[src/rtl/prio_irq_pkg.sv]
package prio_irq_pkg;
    localparam int unsigned NUM_IRQ = 8;
    localparam int unsigned CMD_W   = 8;

    typedef enum logic [1:0] {
        OP_EOI    = 2'b00,
        OP_SEOI   = 2'b01,
        OP_LOWEST = 2'b10,
        OP_MODE   = 2'b11
    } cmd_op_e;
endpackage

[src/rtl/prio_irq_resolve.sv]
module prio_irq_resolve #(
    parameter int unsigned N = 8,
    parameter int unsigned W = $clog2(N)
) (
    input  logic [N-1:0] vec_i,
    input  logic [W-1:0] base_i,
    output logic         found_o,
    output logic [W-1:0] idx_o,
    output logic [W:0]   rank_o
);
    localparam int unsigned RW = W + 1;

    // Scan from worst rank to best so the best-ranked hit is written last.
    always_comb begin
        logic [RW-1:0] pos;
        found_o = 1'b0;
        idx_o   = '0;
        rank_o  = RW'(N);
        for (int r = N - 1; r >= 0; r--) begin
            pos = {1'b0, base_i} + RW'(r);
            if (pos >= RW'(N)) pos = pos - RW'(N);
            if (vec_i[pos[W-1:0]]) begin
                found_o = 1'b1;
                idx_o   = pos[W-1:0];
                rank_o  = RW'(r);
            end
        end
    end
endmodule

[src/rtl/prio_irq_ctrl.sv]
module prio_irq_ctrl
    import prio_irq_pkg::*;
#(
    parameter int unsigned N  = NUM_IRQ,
    parameter int unsigned DW = CMD_W
) (
    input  logic          clk,
    input  logic          rst_n,
    input  logic [N-1:0]  req_i,
    input  logic          wr_en_i,
    input  logic          wr_sel_i,
    input  logic [DW-1:0] wr_data_i,
    input  logic          ack_i,
    output logic          irq_o,
    output logic [$clog2(N)-1:0] vec_o
);
    localparam int unsigned W = $clog2(N);

    typedef struct packed {
        logic [N-1:0] mask;
        logic [N-1:0] irr;
        logic [N-1:0] isr;
        logic [W-1:0] lowest;
        logic [W-1:0] vec;
        logic         auto_rot;
    } state_t;

    localparam state_t RST_STATE = '{
        mask: '0, irr: '0, isr: '0,
        lowest: W'(N - 1), vec: '0, auto_rot: 1'b0
    };

    state_t st_q, st_d;

    logic [W-1:0] base;
    logic         pend_found, isr_found;
    logic [W-1:0] pend_idx, isr_idx;
    logic [W:0]   pend_rank, isr_rank;
    logic         irq;
    logic [N-1:0] pend_vec;
    logic [W-1:0] cmd_lvl;
    logic [1:0]   cmd_op;

    assign base     = (st_q.lowest == W'(N - 1)) ? '0 : st_q.lowest + W'(1);
    assign pend_vec = st_q.irr & ~st_q.mask;
    assign cmd_lvl  = wr_data_i[W-1:0];
    assign cmd_op   = wr_data_i[DW-1 -: 2];

    prio_irq_resolve #(.N(N), .W(W)) u_pend (
        .vec_i(pend_vec), .base_i(base),
        .found_o(pend_found), .idx_o(pend_idx), .rank_o(pend_rank)
    );

    prio_irq_resolve #(.N(N), .W(W)) u_isr (
        .vec_i(st_q.isr), .base_i(base),
        .found_o(isr_found), .idx_o(isr_idx), .rank_o(isr_rank)
    );

    // isr_rank equals N when nothing is in service.
    assign irq = pend_found && (pend_rank < isr_rank);

    always_comb begin
        logic [N-1:0] clr_mask;
        logic [N-1:0] set_mask;
        logic         eoi_hit;
        logic [W-1:0] eoi_lvl;
        st_d     = st_q;
        st_d.irr = req_i;
        clr_mask = '0;
        set_mask = '0;
        eoi_hit  = 1'b0;
        eoi_lvl  = '0;
        if (wr_en_i) begin
            if (!wr_sel_i) begin
                st_d.mask = wr_data_i[N-1:0];
            end else begin
                case (cmd_op)
                    OP_EOI: begin
                        if (isr_found) begin
                            clr_mask[isr_idx] = 1'b1;
                            eoi_hit = 1'b1;
                            eoi_lvl = isr_idx;
                        end
                    end
                    OP_SEOI: begin
                        if (st_q.isr[cmd_lvl]) begin
                            clr_mask[cmd_lvl] = 1'b1;
                            eoi_hit = 1'b1;
                            eoi_lvl = cmd_lvl;
                        end
                    end
                    OP_LOWEST: st_d.lowest   = cmd_lvl;
                    default:   st_d.auto_rot = wr_data_i[0];
                endcase
            end
        end
        if (eoi_hit && st_q.auto_rot) st_d.lowest = eoi_lvl;
        if (ack_i) begin
            if (irq) begin
                set_mask[pend_idx] = 1'b1;
                st_d.irr[pend_idx] = 1'b0;
                st_d.vec = pend_idx;
            end else begin
                st_d.vec = W'(N - 1);
            end
        end
        st_d.isr = (st_q.isr & ~clr_mask) | set_mask;
    end

    always_ff @(posedge clk) begin
        if (!rst_n) st_q <= RST_STATE;
        else        st_q <= st_d;
    end

    assign irq_o = irq;
    assign vec_o = st_q.vec;

    AST_IRQ_NEEDS_UNMASKED: assert property (@(posedge clk) disable iff (!rst_n)
        irq_o |-> ((st_q.irr & ~st_q.mask) != '0)) else $error("irq without unmasked request");
    AST_WINNER_NOT_MASKED: assert property (@(posedge clk) disable iff (!rst_n)
        irq_o |-> !st_q.mask[pend_idx]) else $error("masked level won");
    AST_WINNER_NOT_IN_SERVICE: assert property (@(posedge clk) disable iff (!rst_n)
        irq_o |-> !st_q.isr[pend_idx]) else $error("winner already in service");
    AST_ACK_SETS_ISR: assert property (@(posedge clk) disable iff (!rst_n)
        (ack_i && irq_o) |=> st_q.isr[vec_o]) else $error("ack did not set in-service");
    AST_SPURIOUS_VEC: assert property (@(posedge clk) disable iff (!rst_n)
        (ack_i && !irq_o) |=> (vec_o == W'(N - 1))) else $error("spurious vector wrong");
    AST_EOI_SHRINKS: assert property (@(posedge clk) disable iff (!rst_n)
        (wr_en_i && wr_sel_i && cmd_op == OP_EOI && !ack_i && isr_found)
        |=> ($countones(st_q.isr) + 1 == $countones($past(st_q.isr)))) else $error("EOI did not clear one bit");
    AST_LOWEST_LOAD: assert property (@(posedge clk) disable iff (!rst_n)
        (wr_en_i && wr_sel_i && cmd_op == OP_LOWEST) |=> (st_q.lowest == $past(cmd_lvl))) else $error("lowest not loaded");
endmodule

[config.mk]
export PLATFORM = sky130hd
export DESIGN_NAME = prio_irq_ctrl
export DESIGN_NICKNAME = d
export VERILOG_FILES = /design/src/rtl/prio_irq_pkg.sv /design/src/rtl/prio_irq_resolve.sv /design/src/rtl/prio_irq_ctrl.sv
export SDC_FILE = /design/constraint.sdc
export NUM_CORES = 1
export LEC_CHECK = 0
export BUFFER_PORTS_ARGS = -buffer_cell sky130_fd_sc_hd__buf_2
export CAP_MARGIN = 20
export CORE_AREA = 3 3 88 90
export CTS_CLUSTER_SIZE = 24
export DETAILED_ROUTE_END_ITERATION = 6
export DIE_AREA = 0 0 91 93
export GPL_ROUTABILITY_DRIVEN = 0
export PLACE_DENSITY = 0.7
export SYNTH_ARGS = -nofsm -noshare
export SYNTH_HDL_FRONTEND = slang
export SYNTH_HIERARCHICAL = 1
export SYNTH_SLANG_ARGS = --single-unit
export TNS_END_PERCENT = 50
[constraint.sdc]
create_clock -name clk -period 4.9 [get_ports clk]
set_input_delay 0.98 -clock clk [delete_from_list [all_inputs] [get_ports clk]]
set_output_delay 0.98 -clock clk [all_outputs]
set_load 0.03 [all_outputs]
==> Word level (Yosys, flattened, before mapping) <==
Index checks and enable logic that the tools add are counted.
W data, S select, Z words.
{ "op_classes": {"add_sub_neg": 16, "order_cmp": 23, "eq_ne": 3, "n_mux": 121, "n_bitwise": 9, "reduce_logical": 13} }
{ "ops": {"columns": ["operator", "n"], "rows": [
  ["$mux W3", 34],
  ["$mux W4", 16],
  ["$mux W8", 8],
  ["$bmux W1 S3", 17],
  ["$lt A3 B4 Y1 const B", 11],
  ["$mux W1", 40],
  ["$ge A4 B4 Y1 const B", 7],
  ["$and A8 B8 Y8", 3],
  ["$not A8 Y8", 3],
  ["$sub A3 B1 Y3 const B", 8],
  ["$add A3 B3 Y4 const B", 4],
  ["$pmux W8 S2", 1],
  ["$demux W1 S3", 3],
  ["$ge A3 B1 Y1 const B", 3],
  ["$add A3 B2 Y4 const B", 2],
  ["$or A8 B8 Y8", 1],
  ["$pmux W3 S2", 1],
  ["$reduce_and A3 Y1", 2],
  ["$reduce_bool A2 Y1", 3],
  ["$logic_and A1 B1 Y1", 5],
  ["$add A3 B1 Y4 const B", 1],
  ["$ge A3 B4 Y1 const B", 1],
  ["$lt A4 B4 Y1", 1],
  ["$add A3 B1 Y3 const B", 1],
  ["other kinds (8)", 9]
]} }
{ "totals": {"reg_bits": 31, "inputBits": 21, "out_inout_bits": 4, "wordCells": 191} }

==> Depth between registers and ports, before layout <==
{ "depth": {"word_depth": 26, "mapped_depth": 19, "mapped_depth_nobuf": 18} }

==> Cells and area by module <==
Netlist, hierarchy kept.
{ "modules_own_cells": {"columns": ["module", "n_inst", "cells_each", "area_each_um2", "seq_area_each_um2"], "rows": [
  ["prio_irq_resolve", 2, 106, 933.4, 0.0],
  ["prio_irq_ctrl", 1, 195, 1745.4, 620.6]
]} }

==> Worst setup path before layout <==
No wires, ideal clock.
{ "synth_timing": {"kind": "reg2out", "startpoint": "register st_q[4] in the netlist's numbering", "endpoint": "output port irq_o", "t_arrival_ps": 3869, "t_required_ps": 3920, "path_slack_ps": 51, "path_stages_with_launch": 18, "n_path_buf": 2, "cell_sequence": "dfxtp_1 > ha_1 > ha_1 > nor2_1 > buf_6 > inv_1 > ha_1 > buf_6 > mux4_2 > a2111oi_4 > a31oi_2 > nor2_2 > and2_1 > inv_1 > ha_1 > nand2_1 > nand3b_1 > a31oi_4"} }
{ "synth_via": {"elab_chain_cells": 17, "elab_cells_between_ends": 92, "classes_between": "add/sub (16); order compare (9); eq/ne (1); mux (65); reduce/logical (1)"} }
{ "synth_rtl": {"columns": ["item", "line_no", "source"], "rows": [
  ["start, declared", "prio_irq_ctrl.sv:33", "state_t st_q, st_d;"],
  ["start signal, assigned", "prio_irq_ctrl.sv:112", "else st_q <= st_d;"],
  ["$add A3 B1 Y3 or $eq A3 B3 Y1 (tied branches)", "prio_irq_ctrl.sv:44", "assign base = (st_q.lowest == W'(N - 1)) ? '0 : st_q.lowest + W'(1);"],
  ["$mux W3 *", "prio_irq_ctrl.sv:44", null],
  ["net base[0]", "prio_irq_ctrl.sv:35", "logic [W-1:0] base;"],
  ["$add A3 B3 Y4", "prio_irq_resolve.sv:20", "pos = {1'b0, base_i} + RW'(r);"],
  ["$ge A4 B4 Y1 or $sub A3 B1 Y3 (tied branches)", "prio_irq_resolve.sv:21", "if (pos >= RW'(N)) pos = pos - RW'(N);"],
  ["$mux W3", "prio_irq_resolve.sv:21", null],
  ["$bmux W1 S3", "prio_irq_resolve.sv:22", "if (vec_i[pos[W-1:0]]) begin"],
  ["$mux W1 (implied by the code)", "prio_irq_resolve.sv:22", null],
  ["$mux W4 (7 in a row)", "prio_irq_resolve.sv:22", null],
  ["$mux W4 *", "prio_irq_resolve.sv:22", null],
  ["net isr_rank[3]", "prio_irq_ctrl.sv:38", "logic [W:0] pend_rank, isr_rank;"],
  ["$lt A4 B4 Y1 *", "prio_irq_ctrl.sv:60", "assign irq = pend_found && (pend_rank < isr_rank);"],
  ["$logic_and A1 B1 Y1 *", "prio_irq_ctrl.sv:60", null],
  ["end, declared", "prio_irq_ctrl.sv:14", "output logic irq_o,"]
]} }
Mark *: on every way through the listed nets, which the timed path passes. The rest lies on a longest branch. The select of a mux whose other input is x is not followed.

==> Worst setup path in the final report <==
Ends and elaborated chain as after synthesis.

==> impl_metrics.json <==
{
  "synth_simple_gate_area_share": 0.1722,
  "synth_cells": 407,
  "critPathRequiredTime_ns": 3.92,
  "cts_max_level": 2,
  "cts_made_buffers": 5,
  "synth_adder_area_share": 0.03117,
  "ys_seq_area_frac": 0.1718,
  "path_clk_slew_ns": 0.07,
  "antenna_found_initial": 0,
  "grt_pass1_wl_um": 15120,
  "synth-xor-area-share": 0.01455,
  "cpLargestDelayFamily": "compound AO/OA/AOI/OAI gates",
  "initialDrtViolationCount": 253,
  "routed-via-count": 3424,
  "synth_compound_area_frac": 0.2657,
  "p_per_area_nw_per_um2": 465.5,
  "gr-total-overflow": 0,
  "cts_tree": "built",
  "finalPower_w": 0.001893,
  "start_util": 0.5061,
  "drt-pass1-iter-count": 5,
  "synth-async-reset-ratio": 0,
  "r2r_cells": 19,
  "worstSetupEndpointType": "output port",
  "rrSetupSlack_ns": 0.67,
  "fin_skew_ns": 0.01170,
  "pre_cts_slack_ns": 0.1328,
  "dp_hpwl_um": 6763,
  "die_area_um2": 8463,
  "irDropWorstVdd_uv": 531.6,
  "slew_headroom": 0.3275,
  "startpoint": "st_q[4]",
  "drc": 0,
  "fmax_mhz": 209.3,
  "clkLatencyLatePin_ns": 0.29,
  "p_leak_nw": 1.546,
  "hold_viol_final": 0,
  "pin_count": 25,
  "fin_crit_sh": 0.9749,
  "layout-drive-gt1-share": 0.2283,
  "synthTopCellsByArea": "dfxtp_1, mux2i_1, mux4_1, mux4_2, a21oi_1",
  "drv_slew": 0,
  "avgSynthCellArea_um2": 8.875,
  "critPathCapture": "irq_o",
  "crit_path_top_delay_cell": "mux4_2",
  "crit_fanout": 4,
  "post-route-min-period_ns": 4.777,
  "crit_buf_inv": 3,
  "cts.sink_count": 31,
  "cp.arrival_ns": 3.80,
  "antenna_cells": 0,
  "use_met1": 0.2781,
  "busiest_layer": "met2",
  "die_x_um": 91,
  "clockBufferDepth": 2,
  "synth_flop_cell": "dfxtp_1",
  "crit_path_cell_trace": "ha_2 > ha_2 > nor2_4 > inv_1 > ha_4 > mux4_2 > and2_4 > a2111oi_4 > a31oi_2 > a21oi_1 > o311a_1 > inv_1 > ha_1 > a21o_1 > a31oi_4 > buf_6",
  "timing.rr.start": "st_q[4]",
  "setup_ws_ns": 0.1230,
  "synth_fp_nets": 437,
  "grt_max_degree": 33,
  "die_h_um": 93,
  "critPathKind": "reg2out",
  "grt.total_usage": 0.2180,
  "max_stage_delay_ns": 0.36,
  "synth_top_family_by_area": "multiplexers",
  "wl_per_cell_um": 17.73,
  "cp-start-kind": "register",
  "synth_top_area_frac": 0.1718,
  "cp_num_cells": 16,
  "num-nets-final": 467,
  "synth_edf_count": 0,
  "cts-root-buf": "clkbuf_8",
  "tightest_slew_ns": 1.007,
  "setup_viol": 0,
  "maxCapViolCount": 0,
  "grt_use_met2": 0.3716,
  "reg2reg_to": "vec_o[1]",
  "yosysWarnings": 6,
  "drt-total-wl_um": 9519,
  "ant_nets": 0,
  "ys_ff_latch": 31,
  "vias_per_cell": 6.376,
  "core_region_area_um2": 7137,
  "hp-class": "reg2reg",
  "port_buffers": 24,
  "synthMuxAreaShare": 0.2691,
  "status": "complete, no violations",
  "row_count": 31,
  "area_growth_pct": 12.57,
  "synth_area_leader_cell": "dfxtp_1",
  "syn_area_um2": 3612,
  "met3_usage": 0.03701,
  "grt_pass1_vias": 3102,
  "synth_cell_types": 57
}
worst min path at each step:
stage,start,to,slack (ns),cells past startpoint
4_1_cts,vec_o[1],vec_o[1],0.50,2
5_1_grt,vec_o[1],vec_o[1],0.52,2
3_5_place_dp,st_q[23],st_q[23],0.48,2
2_1_floorplan,st_q[23],st_q[23],0.46,2
3_3_place_gp,vec_o[1],vec_o[1],0.47,2
6_report,vec_o[1],vec_o[1],0.49,2
area by class of cell:
class,instances,area [µm²]
fillers,638,3070
multi-input cells,326,2775
flip-flops and latches,31,621.8
repair buffers,45,351.6
well taps,99,123.9
inverters,28,105.1
clock buffers,5,68.82
clock inverters,3,20.02
through the flow:
step	hold slack [ns]	util	area, µm²	cells	TNS (ns)
3_3_place_gp	0.4705	0.5302	3784	517	0
2_1_floorplan	0.4611	-	3612	407	0
4_1_cts	0.5004	0.5512	3934	528	0
3_5_place_dp	0.4848	0.5302	3784	517	0
5_1_grt	0.5230	0.5698	4066	537	-0.003765
6_report	0.4895	0.5698	4066	537	0
flip-flops by register name, summed over array words and instances, names as in the netlist:
signal / flops
vec_o: 3
st_q: 28
cells by family after synthesis:
family,count (synthesis)
AND/OR/NAND/NOR,119
buffers and inverters,50
AO/OA/AOI/OAI,130
adder cells (fa/ha/maj),9
XOR/XNOR,6
multiplexers,62
flip-flops,31
repair_timing:
item,in CTS,in global routing
gates cloned,1,1
buffers inserted,2,8
gates resized for setup,4,9
pin swaps,2,4
hold buffers,0,0
setup endpoints to repair,1,1
cell usage after synthesis (10+ instances only):
| master | number |
|---|---|
| nand2_1 | 34 |
| mux2i_1 | 33 |
| dfxtp_1 | 31 |
| nor2_1 | 29 |
| a21oi_1 | 28 |
| inv_1 | 28 |
| o21ai_0 | 24 |
| nor2b_1 | 15 |
| mux4_1 | 12 |
| nand2b_1 | 12 |
| a31oi_1 | 11 |
| mux4_2 | 10 |
layer usage:
metal / part of all wire / vias to the layer above
li1: - / 1610
met1: 0.42 / 1602
met2: 0.49 / 189
met3: 0.076 / 23
met4: 0.022 / 0
met5: 0 / -
cells in the final DEF (no fill, tap or decap), types with 9 or more instances in the layout:
| cell type | count |
|---|---|
| mux4_1 | 11 |
| mux2i_1 | 33 |
| o21ai_0 | 24 |
| a21oi_1 | 28 |
| a31oi_1 | 11 |
| buf_2 | 23 |
| nor2_1 | 28 |
| a211oi_1 | 9 |
| mux4_2 | 11 |
| nor2b_1 | 15 |
| nand2_1 | 34 |
| nand2b_1 | 12 |
| dfxtp_1 | 30 |
| inv_1 | 28 |
| buf_4 | 17 |
power by group:
part           leakage, nW  internal [W]  switching (W)  total (W)
registers            0.255      0.000301      0.0000777   0.000379
logic                 1.25      0.000557       0.000758    0.00132
clock network       0.0402     0.0000986       0.000100   0.000199
total                 1.55      0.000957       0.000936    0.00189
worst reg2reg max path, cell delays in order, from the launching register on:
cell and delay, ns:
dfxtp_2 0.35, ha_2 0.19, ha_2 0.18, nor2_4 0.18, inv_1 0.13, ha_4 0.30, mux4_2 0.36, and2_4 0.21
a2111oi_4 0.33, a31oi_2 0.10, a21oi_1 0.16, o311a_1 0.15, inv_1 0.04, ha_1 0.26, a21o_1 0.18, a31oi_4 0.24
buf_4 0.14, buf_4 0.14, nor2b_1 0.32, a211oi_1 0.13
Power figures use the tool's default switching activity.
